### config.mk
export PLATFORM = sky130hd
export DESIGN_NAME = dll_tap_select
export DESIGN_NICKNAME = d
export VERILOG_FILES = /design/src/rtl/dll_sel_pkg.sv /design/src/rtl/dll_tap_ptr.sv /design/src/rtl/dll_lock_det.sv /design/src/rtl/dll_delay_model.sv /design/src/rtl/dll_tap_select.sv
export SDC_FILE = /design/constraint.sdc
export NUM_CORES = 1
export LEC_CHECK = 0
export BUFFER_PORTS_ARGS = -buffer_cell sky130_fd_sc_hd__buf_2
export CORE_UTILIZATION = 30
export CTS_CLUSTER_SIZE = 20
export DETAILED_ROUTE_END_ITERATION = 12
export GPL_ROUTABILITY_DRIVEN = 0
export GPL_TIMING_DRIVEN = 0
export PLACE_DENSITY = 0.48
export SLEW_MARGIN = 20
export SYNTH_ARGS = -nofsm -noshare
export SYNTH_HDL_FRONTEND = slang
export SYNTH_SLANG_ARGS = --single-unit
### constraint.sdc
create_clock -name clk -period 2 [get_ports clk]
set_input_delay 0.2 -clock clk [delete_from_list [all_inputs] [get_ports clk]]
set_output_delay 0.2 -clock clk [all_outputs]
set_load 0.01 [all_outputs]
### src/rtl/dll_sel_pkg.sv
package dll_sel_pkg;
   typedef enum logic [1:0] {
      DEC_HOLD     = 2'b00,
      DEC_ADD      = 2'b01,
      DEC_TRIM     = 2'b10,
      DEC_HOLD_ALT = 2'b11
   } dec_e;

   function automatic logic dec_in_band(input dec_e d);
      return (d == DEC_HOLD) || (d == DEC_HOLD_ALT);
   endfunction
endpackage

### src/rtl/dll_tap_ptr.sv
module dll_tap_ptr #(
   parameter int STAGES = 16
) (
   input  logic              clk,
   input  logic              rst_n,
   input  logic              step_vld,
   input  logic              step_up,
   input  logic              step_dn,
   output logic [STAGES-1:0] sel_oh,
   output logic              pinned
);
   localparam logic [STAGES-1:0] SEL_MIN = STAGES'(1);

   logic [STAGES-1:0] sel_q;
   logic              pin_q;
   logic              at_top;
   logic              at_bot;

   assign at_top = sel_q[STAGES-1];
   assign at_bot = sel_q[0];

   always_ff @(posedge clk or negedge rst_n) begin
      if (!rst_n) begin
         sel_q <= SEL_MIN;
         pin_q <= 1'b0;
      end else if (step_vld) begin
         if (step_up) begin
            if (at_top) pin_q <= 1'b1;
            else begin
               sel_q <= sel_q << 1;
               pin_q <= 1'b0;
            end
         end else if (step_dn) begin
            if (at_bot) pin_q <= 1'b1;
            else begin
               sel_q <= sel_q >> 1;
               pin_q <= 1'b0;
            end
         end else begin
            pin_q <= 1'b0;
         end
      end
   end

   assign sel_oh = sel_q;
   assign pinned = pin_q;


   sel_onehot_chk: assert property (@(posedge clk) disable iff (!rst_n)
      $countones(sel_q) == 1);

   sel_idle_chk: assert property (@(posedge clk) disable iff (!rst_n)
      !step_vld |=> $stable(sel_q) && $stable(pin_q));

   sel_single_step_chk: assert property (@(posedge clk) disable iff (!rst_n)
      step_vld |=> (sel_q == $past(sel_q)) || (sel_q == ($past(sel_q) << 1))
                   || (sel_q == ($past(sel_q) >> 1)));

   top_saturate_chk: assert property (@(posedge clk) disable iff (!rst_n)
      (step_vld && step_up && at_top) |=> sel_q[STAGES-1] && pin_q);

   bot_saturate_chk: assert property (@(posedge clk) disable iff (!rst_n)
      (step_vld && step_dn && !step_up && at_bot) |=> sel_q[0] && pin_q);
endmodule

### src/rtl/dll_lock_det.sv
module dll_lock_det #(
   parameter int LOCK_RUN = 4
) (
   input  logic clk,
   input  logic rst_n,
   input  logic dec_vld,
   input  logic in_band,
   output logic locked
);
   logic lock_q;

   generate
      if (LOCK_RUN == 1) begin : g_direct
         always_ff @(posedge clk or negedge rst_n) begin
            if (!rst_n)       lock_q <= 1'b0;
            else if (dec_vld) lock_q <= in_band;
         end
      end else begin : g_count
         localparam int CW = $clog2(LOCK_RUN + 1);
         localparam logic [CW-1:0] RUN_LAST = CW'(LOCK_RUN - 1);
         logic [CW-1:0] run_q;
         always_ff @(posedge clk or negedge rst_n) begin
            if (!rst_n) begin
               run_q  <= '0;
               lock_q <= 1'b0;
            end else if (dec_vld) begin
               if (in_band) begin
                  if (!lock_q) run_q <= run_q + 1'b1;
                  if (run_q == RUN_LAST) lock_q <= 1'b1;
               end else begin
                  run_q  <= '0;
                  lock_q <= 1'b0;
               end
            end
         end
      end
   endgenerate

   assign locked = lock_q;


   lock_drop_chk: assert property (@(posedge clk) disable iff (!rst_n)
      (dec_vld && !in_band) |=> !lock_q);

   lock_idle_chk: assert property (@(posedge clk) disable iff (!rst_n)
      !dec_vld |=> $stable(lock_q));

   lock_rise_cause_chk: assert property (@(posedge clk) disable iff (!rst_n)
      $rose(lock_q) |-> $past(dec_vld) && $past(in_band));
endmodule

### src/rtl/dll_delay_model.sv
module dll_delay_model #(
   parameter int STAGES = 16
) (
   input  logic              clk,
   input  logic              rst_n,
   input  logic              ref_in,
   input  logic [STAGES-1:0] sel_oh,
   output logic              dly_out
);
   logic [STAGES-1:0] stg_q;

   generate
      for (genvar j = 0; j < STAGES; j++) begin : g_stage
         logic upstream;
         if (j == 0) begin : g_head
            assign upstream = 1'b0;
         end else begin : g_link
            assign upstream = stg_q[j-1];
         end
         always_ff @(posedge clk or negedge rst_n) begin
            if (!rst_n) stg_q[j] <= 1'b0;
            else        stg_q[j] <= sel_oh[STAGES-1-j] ? ref_in : upstream;
         end
      end
   endgenerate

   assign dly_out = stg_q[STAGES-1];


   min_delay_chk: assert property (@(posedge clk) disable iff (!rst_n)
      sel_oh[0] |=> dly_out == $past(ref_in));
endmodule

### src/rtl/dll_tap_select.sv
module dll_tap_select
   import dll_sel_pkg::*;
#(
   parameter int STAGES   = 16,
   parameter int LOCK_RUN = 4
) (
   input  logic              clk,
   input  logic              rst_n,
   input  logic              dec_vld,
   input  logic [1:0]        dec_code,
   input  logic              ref_in,
   output logic [STAGES-1:0] tap_sel,
   output logic              dly_out,
   output logic              locked,
   output logic              range_err
);
   generate
      if (STAGES < 2) begin : g_bad_stages
         $error("dll_tap_select: STAGES must be at least 2");
      end
      if (LOCK_RUN < 1) begin : g_bad_run
         $error("dll_tap_select: LOCK_RUN must be at least 1");
      end
   endgenerate

   dec_e dec;
   logic in_band;
   logic want_up;
   logic want_dn;

   assign dec     = dec_e'(dec_code);
   assign in_band = dec_in_band(dec);
   assign want_up = (dec == DEC_ADD);
   assign want_dn = (dec == DEC_TRIM);

   dll_tap_ptr #(.STAGES(STAGES)) u_ptr (
      .clk      (clk),
      .rst_n    (rst_n),
      .step_vld (dec_vld),
      .step_up  (want_up),
      .step_dn  (want_dn),
      .sel_oh   (tap_sel),
      .pinned   (range_err)
   );

   dll_lock_det #(.LOCK_RUN(LOCK_RUN)) u_lock (
      .clk     (clk),
      .rst_n   (rst_n),
      .dec_vld (dec_vld),
      .in_band (in_band),
      .locked  (locked)
   );

   dll_delay_model #(.STAGES(STAGES)) u_line (
      .clk     (clk),
      .rst_n   (rst_n),
      .ref_in  (ref_in),
      .sel_oh  (tap_sel),
      .dly_out (dly_out)
   );


   hold_keeps_tap_chk: assert property (@(posedge clk) disable iff (!rst_n)
      (dec_vld && in_band) |=> $stable(tap_sel));

   range_clear_chk: assert property (@(posedge clk) disable iff (!rst_n)
      (dec_vld && in_band) |=> !range_err);
endmodule

==> results of run 1 <==
[state kept, by name, summed over array words and instances (netlist names)]
register and flops:
u_lock.g_count.run_q 3, u_line.dly_out 1, u_ptr.pinned 1, u_ptr.sel_oh 16
u_lock.locked 1, u_line.g_stage.upstream 15
[power by group through the flow]
stage / clock network, mW / logic [mW] / registers (mW)
after floorplan: 0 / 0.168 / 0.889
after global placement: 0 / 0.263 / 0.883
after detailed placement: 0 / 0.273 / 0.888
after CTS: 0.560 / 0.274 / 0.873
after global routing: 0.598 / 0.303 / 0.882
final: 0.539 / 0.269 / 0.872
[cell type report]
type                    count  share of cell area
well taps                  72             0.04508
multi-input cells          76              0.3575
flip-flops and latches     37              0.4640
inverters                   7             0.01315
repair buffers             23             0.05761
plain buffers               6             0.01753
clock buffers               8             0.04508
[cell usage in the layout, fill, tap and decap left out]
master     n
nor3b_2    1
nand3b_1   1
nor2b_1    1
a31oi_1    2
nor2_1     4
o22ai_1    1
dfrtp_1   36
buf_2     27
nor2b_4    1
ha_1       4
nand2b_1   1
buf_6      1
clkbuf_8   6
mux2i_1    1
dfstp_2    1
mux2_2    19
a21oi_1    3
a22o_1    15
a22oi_1    1
and2_1     1
mux2_4     9
o21ai_0    5
nand2_1    4
o21ai_4    1
or3b_2     1
inv_1      7
clkbuf_1   3
[synthesized netlist by cell type]
cell type,instances
a22oi_1,1
o22ai_1,1
nor2b_1,1
clkbuf_1,1
nand3b_1,1
nand2_1,4
a31oi_1,2
nand2b_1,1
and2_1,1
mux2i_1,1
buf_6,1
dfrtp_1,36
inv_1,7
mux2_2,19
o21ai_0,5
nor2b_4,1
or3b_2,1
dfstp_2,1
mux2_4,9
buf_2,4
nor2_1,4
o21ai_4,1
a22o_1,15
a21oi_1,3
nor3b_2,1
ha_1,4
[logic make-up after synthesis]
group | after synthesis
DFF | 37
AOI/OAI and AO/OA | 28
muxes | 29
adders and majority gates | 4
buffers and inverters | 13
and+or+nand+nor | 15
[critical path: cells and delay by family (launching register included)]
family	cells	cell delay [ns]
DFF	1	0.53
and+or+nand+nor	1	0.08
AOI/OAI and AO/OA	1	0.22
buffers and inverters	2	0.40
muxes	1	0.31
[layer usage]
metal  vias to the layer above  GRT usage  share of wire
li1                        511          -              -
met2                        21     0.1788           0.46
met5                         -          0              0
met3                         5    0.03294          0.034
met1                       562     0.1773           0.50
met4                         0    0.05094          0.012
[metrics by stage]
step	power (mW)	util	hold WS [ns]	instances	setup WS [ns]
3_3_place_gp	1.146	0.3487	0.3426	221	0.3043
3_5_place_dp	1.161	0.3487	0.3538	221	0.2959
5_1_grt	1.782	0.3651	0.07540	229	0.2460
2_1_floorplan	1.057	-	-0.09559	126	0.4423
4_1_cts	1.707	0.3651	0.04252	229	0.3146
6_report	1.680	0.3651	0.01289	229	0.3442
[worst max-delay path by stage]
stage	depth (start not counted)	slack, ns	startpoint	to
final	5	0.34	u_ptr.sel_oh[0]	u_ptr.sel_oh[13]
after global placement	6	0.30	dec_code[0]	u_ptr.sel_oh[5]
after CTS	5	0.31	u_ptr.sel_oh[0]	u_ptr.sel_oh[13]
after floorplan	5	0.44	u_ptr.sel_oh[0]	u_ptr.sel_oh[12]
after global routing	5	0.25	u_ptr.sel_oh[0]	u_ptr.sel_oh[7]
after detailed placement	6	0.30	dec_code[0]	u_ptr.sel_oh[6]
==> flow_summary.json, run 1 <==
{
  "power.density_nw_per_um2": 840.8,
  "synth_top_family_by_area": "multiplexers",
  "diodes": 0,
  "seq_area_frac_synth": 0.5445,
  "drt_iter0_markers": 46,
  "io_pins": 25,
  "tns_ns": 0,
  "setup_viol": 0,
  "start_kind": "flop",
  "synth.yosys.warnings": 0,
  "status": "finished, final reports clean",
  "fin_crit_ns": 1.656,
  "antenna_found_initial": 0,
  "cp_slowest_cell": "dfstp_2",
  "io_buffers": 23,
  "slew_viol_final": 0,
  "r2r_setup_slack_ns": 0.34,
  "yosys.area.top_type": "dfrtp_1",
  "layout-drive-gt1-share": 0.4268,
  "crit_path_end_kind": "flop",
  "syn-num-nets": 136,
  "cts_root_buf": "clkbuf_8",
  "power.switching_mw": 0.4538,
  "pwr-share-comb": 0.160,
  "path_cells": "buf_2 > nor3b_2 > o21ai_4 > buf_6 > mux2_4",
  "post_cts_buffers": 0,
  "post_dp_cell_area_sq_um": 1908,
  "final_nets": 166,
  "fin_skew_ns": 0.005460,
  "hpwl_um": 2176,
  "initial_core_util": 0.3112,
  "clk-insertion-delay-late_ns": 0.29,
  "die_y_um": 77.34,
  "path_clk_slew_ns": 0.07,
  "wl_per_cell_um": 14.67,
  "worst_ep_arrival_time_ns": 1.83,
  "regToRegStartpoint": "u_ptr.sel_oh[0]",
  "via_count": 1099,
  "hold_viol_final": 0,
  "drc": 0,
  "grt_max_degree": 38,
  "fmax_mhz": 603.9,
  "r2r_end": "u_ptr.sel_oh[13]",
  "cts_max_path_buffers": 2,
  "area_growth_pct": 17.34,
  "power_frac_clock": 0.321,
  "coreArea_sq_um": 5473,
  "vdd.ir_drop.worst_mv": 0.3218,
  "syn-cell-area_sq_um": 1703,
  "grt_pass1_wl_um": 5747,
  "first_pass_iters": 3,
  "period_share": 0.8279,
  "muxShareOfSynthArea": 0.2109,
  "swShare": 0.2701,
  "synth-xor-area-share": 0,
  "syn_area_per_cell_sq_um": 13.51,
  "synthAdderAreaFrac": 0.02939,
  "routed_wl_um": 3360,
  "synth-compound-area-share": 0.1256,
  "clock-sinks": 37,
  "multi_input_area_sq_um": 714.4,
  "ys_top_cells_by_area": "dfrtp_1, mux2_2, mux2_4",
  "nFillCells": 545,
  "syn_inst": 126,
  "cpPeakStageDelay_ns": 0.53,
  "relSlewSlack": 0.4488,
  "grt_usage": 0.1248,
  "cts_tree": "yes",
  "die-area_sq_um": 5981,
  "tightest_slew_ns": 0.8268,
  "crit_path_max_fanout": 10,
  "critPathRequiredTime_ns": 2.17,
  "regArea_sq_um": 927.1,
  "rr_worst_depth": 5,
  "yosys.area.top_type_share": 0.5290,
  "hold_class": "in -> async",
  "drtAntennaViolNets": 0,
  "cts_max_level": 2,
  "numCtsBuffers": 5,
  "die_x_um": 77.34,
  "ys_types": 26,
  "routed_via_density": 4.799,
  "p_int_mw": 1.226,
  "p_leak_nw": 1.031,
  "ys_ff_latch": 37,
  "pwr-share-seq": 0.519,
  "cap_violations": 0,
  "post_cts_resized": 0,
  "grt_pass1_vias": 1111,
  "yosys.area_share.simple": 0.05364,
  "rows": 27,
  "design_area_sq_um": 1998,
  "gr-total-overflow": 0,
  "crit_type": "reg -> reg",
  "postCtsHoldBufs": 0,
  "rsz0062_at_grt": "no"
}
Note: power is estimated with default switching activity, not from simulation.
==> run 2: changes to the inputs <==
Clock period 2 ns to 1.7 ns, I/O delays scaled along.
==> run 2 against run 1 <==
Compared with the run above: the run now ends with hold timing left; count of clock-buffer cells in the layout unchanged; non-clock buffer count up 1; power up 18%; sequential share of layout area down 0.37 points; critical path type unchanged; critical path depth down 1; routed wire length unchanged; first-iteration DRC count up 15%; fmax up 7.6%; via count up 0.27%; largest cell class unchanged; largest power group unchanged; final cell count up 0.44%; clock power up 18%; sequential cell count unchanged.
==> flow_summary.json, run 2 (synthesis gave the netlist of run 1 again) <==
{
  "status": "finished, violations left",
  "violations": "hold timing",
  "grt_max_degree": 38,
  "grt_pass1_vias": 1111,
  "cts_tree": "yes",
  "critPathRequiredTime_ns": 1.88,
  "final_nets": 167,
  "holdWs_ns": -0.01401,
  "design_area_sq_um": 2014,
  "multi_input_area_sq_um": 714.4,
  "drt_iter0_markers": 53,
  "fin_crit_ns": 1.539,
  "clk-insertion-delay-late_ns": 0.29,
  "crit_path_max_fanout": 10,
  "setup_viol": 0,
  "hold_class": "in -> async",
  "crit_path_end_kind": "flop",
  "layout-drive-gt1-share": 0.4304,
  "initial_core_util": 0.3112,
  "fin_total_pwr_mw": 1.980,
  "vdd.ir_drop.worst_mv": 0.3793,
  "fin_cells": 230,
  "period_share": 0.9054,
  "dpl.cell_count": 221,
  "power.density_nw_per_um2": 982.7,
  "clock-sinks": 37,
  "routed_via_density": 4.791,
  "worst_ep_arrival_time_ns": 1.71,
  "coreArea_sq_um": 5473,
  "nFillCells": 543,
  "path_clk_slew_ns": 0.07,
  "postCtsHoldBufs": 0,
  "first_pass_iters": 4,
  "tightest_slew_ns": 0.8349,
  "regToRegStartpoint": "u_ptr.sel_oh[0]",
  "diodes": 0,
  "setup_slack_ns": 0.1607,
  "antenna_found_initial": 0,
  "numCtsBuffers": 5,
  "start_kind": "flop",
  "wl_per_cell_um": 14.61,
  "power_frac_clock": 0.320,
  "routed_wl_um": 3360,
  "fin_util": 0.3681,
  "tns_ns": 0,
  "pwr-share-comb": 0.157,
  "die_x_um": 77.34,
  "rsz0062_at_grt": "no",
  "post_dp_cell_area_sq_um": 1908,
  "gr-total-overflow": 0,
  "cts_max_path_buffers": 2,
  "p_leak_nw": 1.038,
  "worstSetupStartpoint": "u_ptr.sel_oh[0]",
  "relSlewSlack": 0.4434,
  "grt_usage": 0.1248,
  "die-area_sq_um": 5981,
  "slew_viol_final": 0,
  "pwr-share-seq": 0.523,
  "grt_pass1_wl_um": 5747,
  "via_count": 1102,
  "drc": 0,
  "cts_root_buf": "clkbuf_8",
  "drtAntennaViolNets": 0,
  "pre_cts_slack_ns": 0.02586,
  "power.switching_mw": 0.5337,
  "hold_viol_final": 33,
  "io_pins": 25,
  "p_int_mw": 1.446,
  "hpwl_um": 2176,
  "crit_type": "reg -> reg",
  "io_buffers": 23,
  "final_common_cell": "dfrtp_1",
  "regArea_sq_um": 927.1,
  "largest_reg_flops": 16,
  "area_growth_pct": 18.30,
  "swShare": 0.2696,
  "cts_max_level": 2,
  "fmax_mhz": 649.7,
  "fin_skew_ns": 0.005667,
  "rows": 27,
  "cap_violations": 0,
  "die_y_um": 77.34,
  "final_cell_mix": "dfrtp_1, buf_2, mux2_2"
}
[run 2: cell types whose count changed in the layout (fill, tap and decap cells not counted), sizes merged]
cell / change
clkbuf: +1
[run 2: final timing paths]
kind	to	cells after the start	slack, ns
worst max-delay path	u_ptr.sel_oh[6]	4	0.16
worst min-delay path	u_line.dly_out	1	-0.01
worst max register to register	u_ptr.sel_oh[6]	4	0.16
worst min register to register	u_line.g_stage[7].upstream	1	0.48
max in group asynchronous	u_line.g_stage[13].upstream	1	1.19
min in group clk	u_ptr.pinned	2	0.22
[run 2: metal layers]
metal	routed length, um	share of wire	GRT usage	up-vias
li1	-	-	-	512
met1	1664	0.50	0.1773	562
met2	1522	0.45	0.1788	23
met3	131	0.039	0.03294	5
met4	41	0.012	0.05094	0
met5	0	0	0	-
[run 2: final cells by class]
type / instances / share of cell area
Buffer: 5 / 0.01801
Sequential cell: 37 / 0.4602
Timing Repair Buffer: 25 / 0.06460
Clock buffer: 8 / 0.04472
Multi-Input combinational cell: 76 / 0.3547
Inverter: 7 / 0.01304
Tap cell: 72 / 0.04472
[run 2: timing repair]
item / 4_1_cts / 5_1_grt
endpoints found under the setup margin: 0 / 9
setup buffers: 0 / 2
gates resized for setup: 0 / 2
[run 2: worst max-delay path: stages (launching register included)]
cell and delay [ns]:
dfstp_2 0.62, nor2_1 0.12, clkbuf_4 0.22, a22o_1 0.20, mux2_4 0.27
[run 2: power groups by stage]
stage / logic, mW / registers (mW) / clock network, mW
2_1_floorplan: 0.197 / 1.05 / 0
3_3_place_gp: 0.310 / 1.04 / 0
3_5_place_dp: 0.321 / 1.04 / 0
4_1_cts: 0.322 / 1.03 / 0.659
5_1_grt: 0.349 / 1.05 / 0.703
6_report: 0.311 / 1.03 / 0.634
==> run 3: changes to the inputs <==
Settings changed: ABC_AREA set to 1.
==> run 3 against run 2 <==
Compared with the run above: the flow now finishes without violations; sequential cell count did not move; critical path depth is 3 higher; area after synthesis up 3.2%; clock power decreased by 3%; global-route usage rose by 1.0 points; setup slack improved by 0.31 ns; via count is 25% higher; worst hold slack improved by 0.23 ns.
==> flow_summary.json, run 3 <==
{
  "hold_viol_final": 0,
  "fin_crit_ns": 1.234,
  "period_share": 0.7258,
  "cap_violations": 0,
  "ys_async_sr_fraction": 1.000,
  "clk-insertion-delay-late_ns": 0.29,
  "p_leak_nw": 1.187,
  "largest_reg_flops": 16,
  "syn_inst": 204,
  "post_cts_buffers": 0,
  "rows": 27,
  "regArea_sq_um": 927.1,
  "syn-num-nets": 214,
  "fin_skew_ns": 0.01141,
  "yosys.area.top_type_share": 0.5128,
  "drtAntennaViolNets": 0,
  "tightest_slew_ns": 0.8340,
  "cts_tree": "yes",
  "antenna_found_initial": 0,
  "cts_max_path_buffers": 2,
  "hpwl_um": 2550,
  "grt_pass1_vias": 1329,
  "routed_via_density": 4.460,
  "cp_slowest_cell": "dfrtp_1",
  "yosysMostFrequentCell": "nand2_1",
  "tns_ns": 0,
  "die-area_sq_um": 6165,
  "routed_wl_um": 3647,
  "synthTopCellsByCount": "nand2_1, dfrtp_1, nand3_1, inv_1, mux2_2",
  "drt_iter0_markers": 48,
  "hold_class": "in -> reg",
  "relSlewSlack": 0.4440,
  "slew_viol_final": 0,
  "syn-cell-area_sq_um": 1757,
  "via_count": 1378,
  "die_x_um": 78.52,
  "worst_ep_arrival_time_ns": 1.41,
  "synth.yosys.warnings": 0,
  "final_cell_mix": "nand2_1, dfrtp_1, buf_2",
  "crit_path_end_kind": "flop",
  "vdd.ir_drop.worst_mv": 0.4502,
  "cpPeakStageDelay_ns": 0.43,
  "status": "finished, final reports clean",
  "final_nets": 246,
  "grt_max_degree": 38,
  "cts_root_buf": "clkbuf_8",
  "layout-drive-gt1-share": 0.2363,
  "nFillCells": 598,
  "fmax_mhz": 810.5,
  "clock-sinks": 37,
  "die_y_um": 78.52,
  "path_cells": "nand2_1 > nand2_2 > inv_1 > nand2_2 > buf_6 > nand2_1 > nand2_1",
  "io_pins": 25,
  "fin_total_pwr_mw": 2.476,
  "io_buffers": 24,
  "r2r_setup_slack_ns": 0.47,
  "area_growth_pct": 17.73,
  "diodes": 0,
  "yosys.area.top_type": "dfrtp_1",
  "ys.flop_type": "dfrtp_1",
  "ys_top_cells_by_area": "dfrtp_1, nand2_1, mux2_2",
  "numCtsBuffers": 5,
  "first_pass_iters": 4,
  "power.density_nw_per_um2": 1197,
  "start_kind": "flop",
  "critPathRequiredTime_ns": 1.88,
  "syn_area_per_cell_sq_um": 8.611,
  "wl_per_cell_um": 11.80,
  "crit_family": "flip-flops",
  "grt_usage": 0.1349,
  "cts_max_level": 2,
  "ys_ff_latch": 37,
  "path_clk_slew_ns": 0.08,
  "ys_types": 20,
  "setup_viol": 0,
  "coreArea_sq_um": 5574,
  "crit_path_max_fanout": 10,
  "crit_type": "reg -> reg",
  "seq_area_frac_synth": 0.5278,
  "crit_top_cell": "nand2_1",
  "gr-total-overflow": 0,
  "multi_input_area_sq_um": 718.2,
  "grt_pass1_wl_um": 6361,
  "synth_edf_count": 0,
  "holdWs_ns": 0.2132,
  "initial_core_util": 0.3152,
  "worst-path-buf-inv": 2,
  "post_cts_resized": 0,
  "rsz0062_at_grt": "no",
  "final_common_cell": "nand2_1",
  "drc": 0
}
==> run 3: where the power goes <==
group,internal [mW],total (mW),switching [mW]
registers,1.11,1.23,0.129
logic,0.282,0.623,0.341
clock network,0.290,0.618,0.327
==> run 3: final cells by class <==
class / instances / share of cell area
repair buffers: 25 / 0.06292
well taps: 72 / 0.04356
multi-input cells: 145 / 0.3472
clock buffers: 5 / 0.03327
clock inverters: 3 / 0.01089
plain buffers: 7 / 0.02662
inverters: 15 / 0.02722
flip-flops and latches: 37 / 0.4483
==> run 3: cell families (layout without fill, tap and decap cells) <==
kind of cell               after synthesis  after routing  synth area share
muxes                                   12             12           0.07692
adders and majority gates                4              4           0.02849
DFF                                     37             37            0.5278
and+or+nand+nor                        121            121            0.2785
buffers and inverters                   22             55           0.06339
AOI/OAI and AO/OA                        8              8           0.02493
==> run 3: stage by stage <==
stage / cells / setup slack [ns] / util / area [sq um]
floorplan: 204 / 0.5853 / - / 1757
global placement: 300 / 0.3563 / 0.3529 / 1967
detailed placement: 300 / 0.3346 / 0.3529 / 1967
CTS: 309 / 0.4394 / 0.3710 / 2068
global route: 309 / 0.3107 / 0.3710 / 2068
finish: 309 / 0.4661 / 0.3710 / 2068
==> run 3: per-layer routing <==
layer,up-vias,wire length [um],track usage
li1,699,-,-
met1,651,1886,0.1820
met2,23,1554,0.1991
met3,5,143,0.03721
met4,0,63,0.06111
met5,-,0,0
==> run 3: repair_timing <==
| item | 4_1_cts | 5_1_grt |
|---|---|---|
| endpoints found under the setup margin | 0 | 0 |
| hold endpoints to repair | 30 | 0 |
| hold buffers | 1 | 0 |
==> run 3: worst paths after layout <==
check / from / end / cells past startpoint
max in group asynchronous: rst_n / u_line.g_stage[13].upstream / 2
setup / recovery: u_ptr.sel_oh[15] / u_ptr.sel_oh[2] / 7
hold reg to reg: u_line.g_stage[14].upstream / u_line.g_stage[15].upstream / 2
min in group asynchronous: rst_n / u_lock.g_count.run_q[2] / 2
setup reg to reg: u_ptr.sel_oh[15] / u_ptr.sel_oh[2] / 7
hold / removal: ref_in / u_line.g_stage[12].upstream / 2
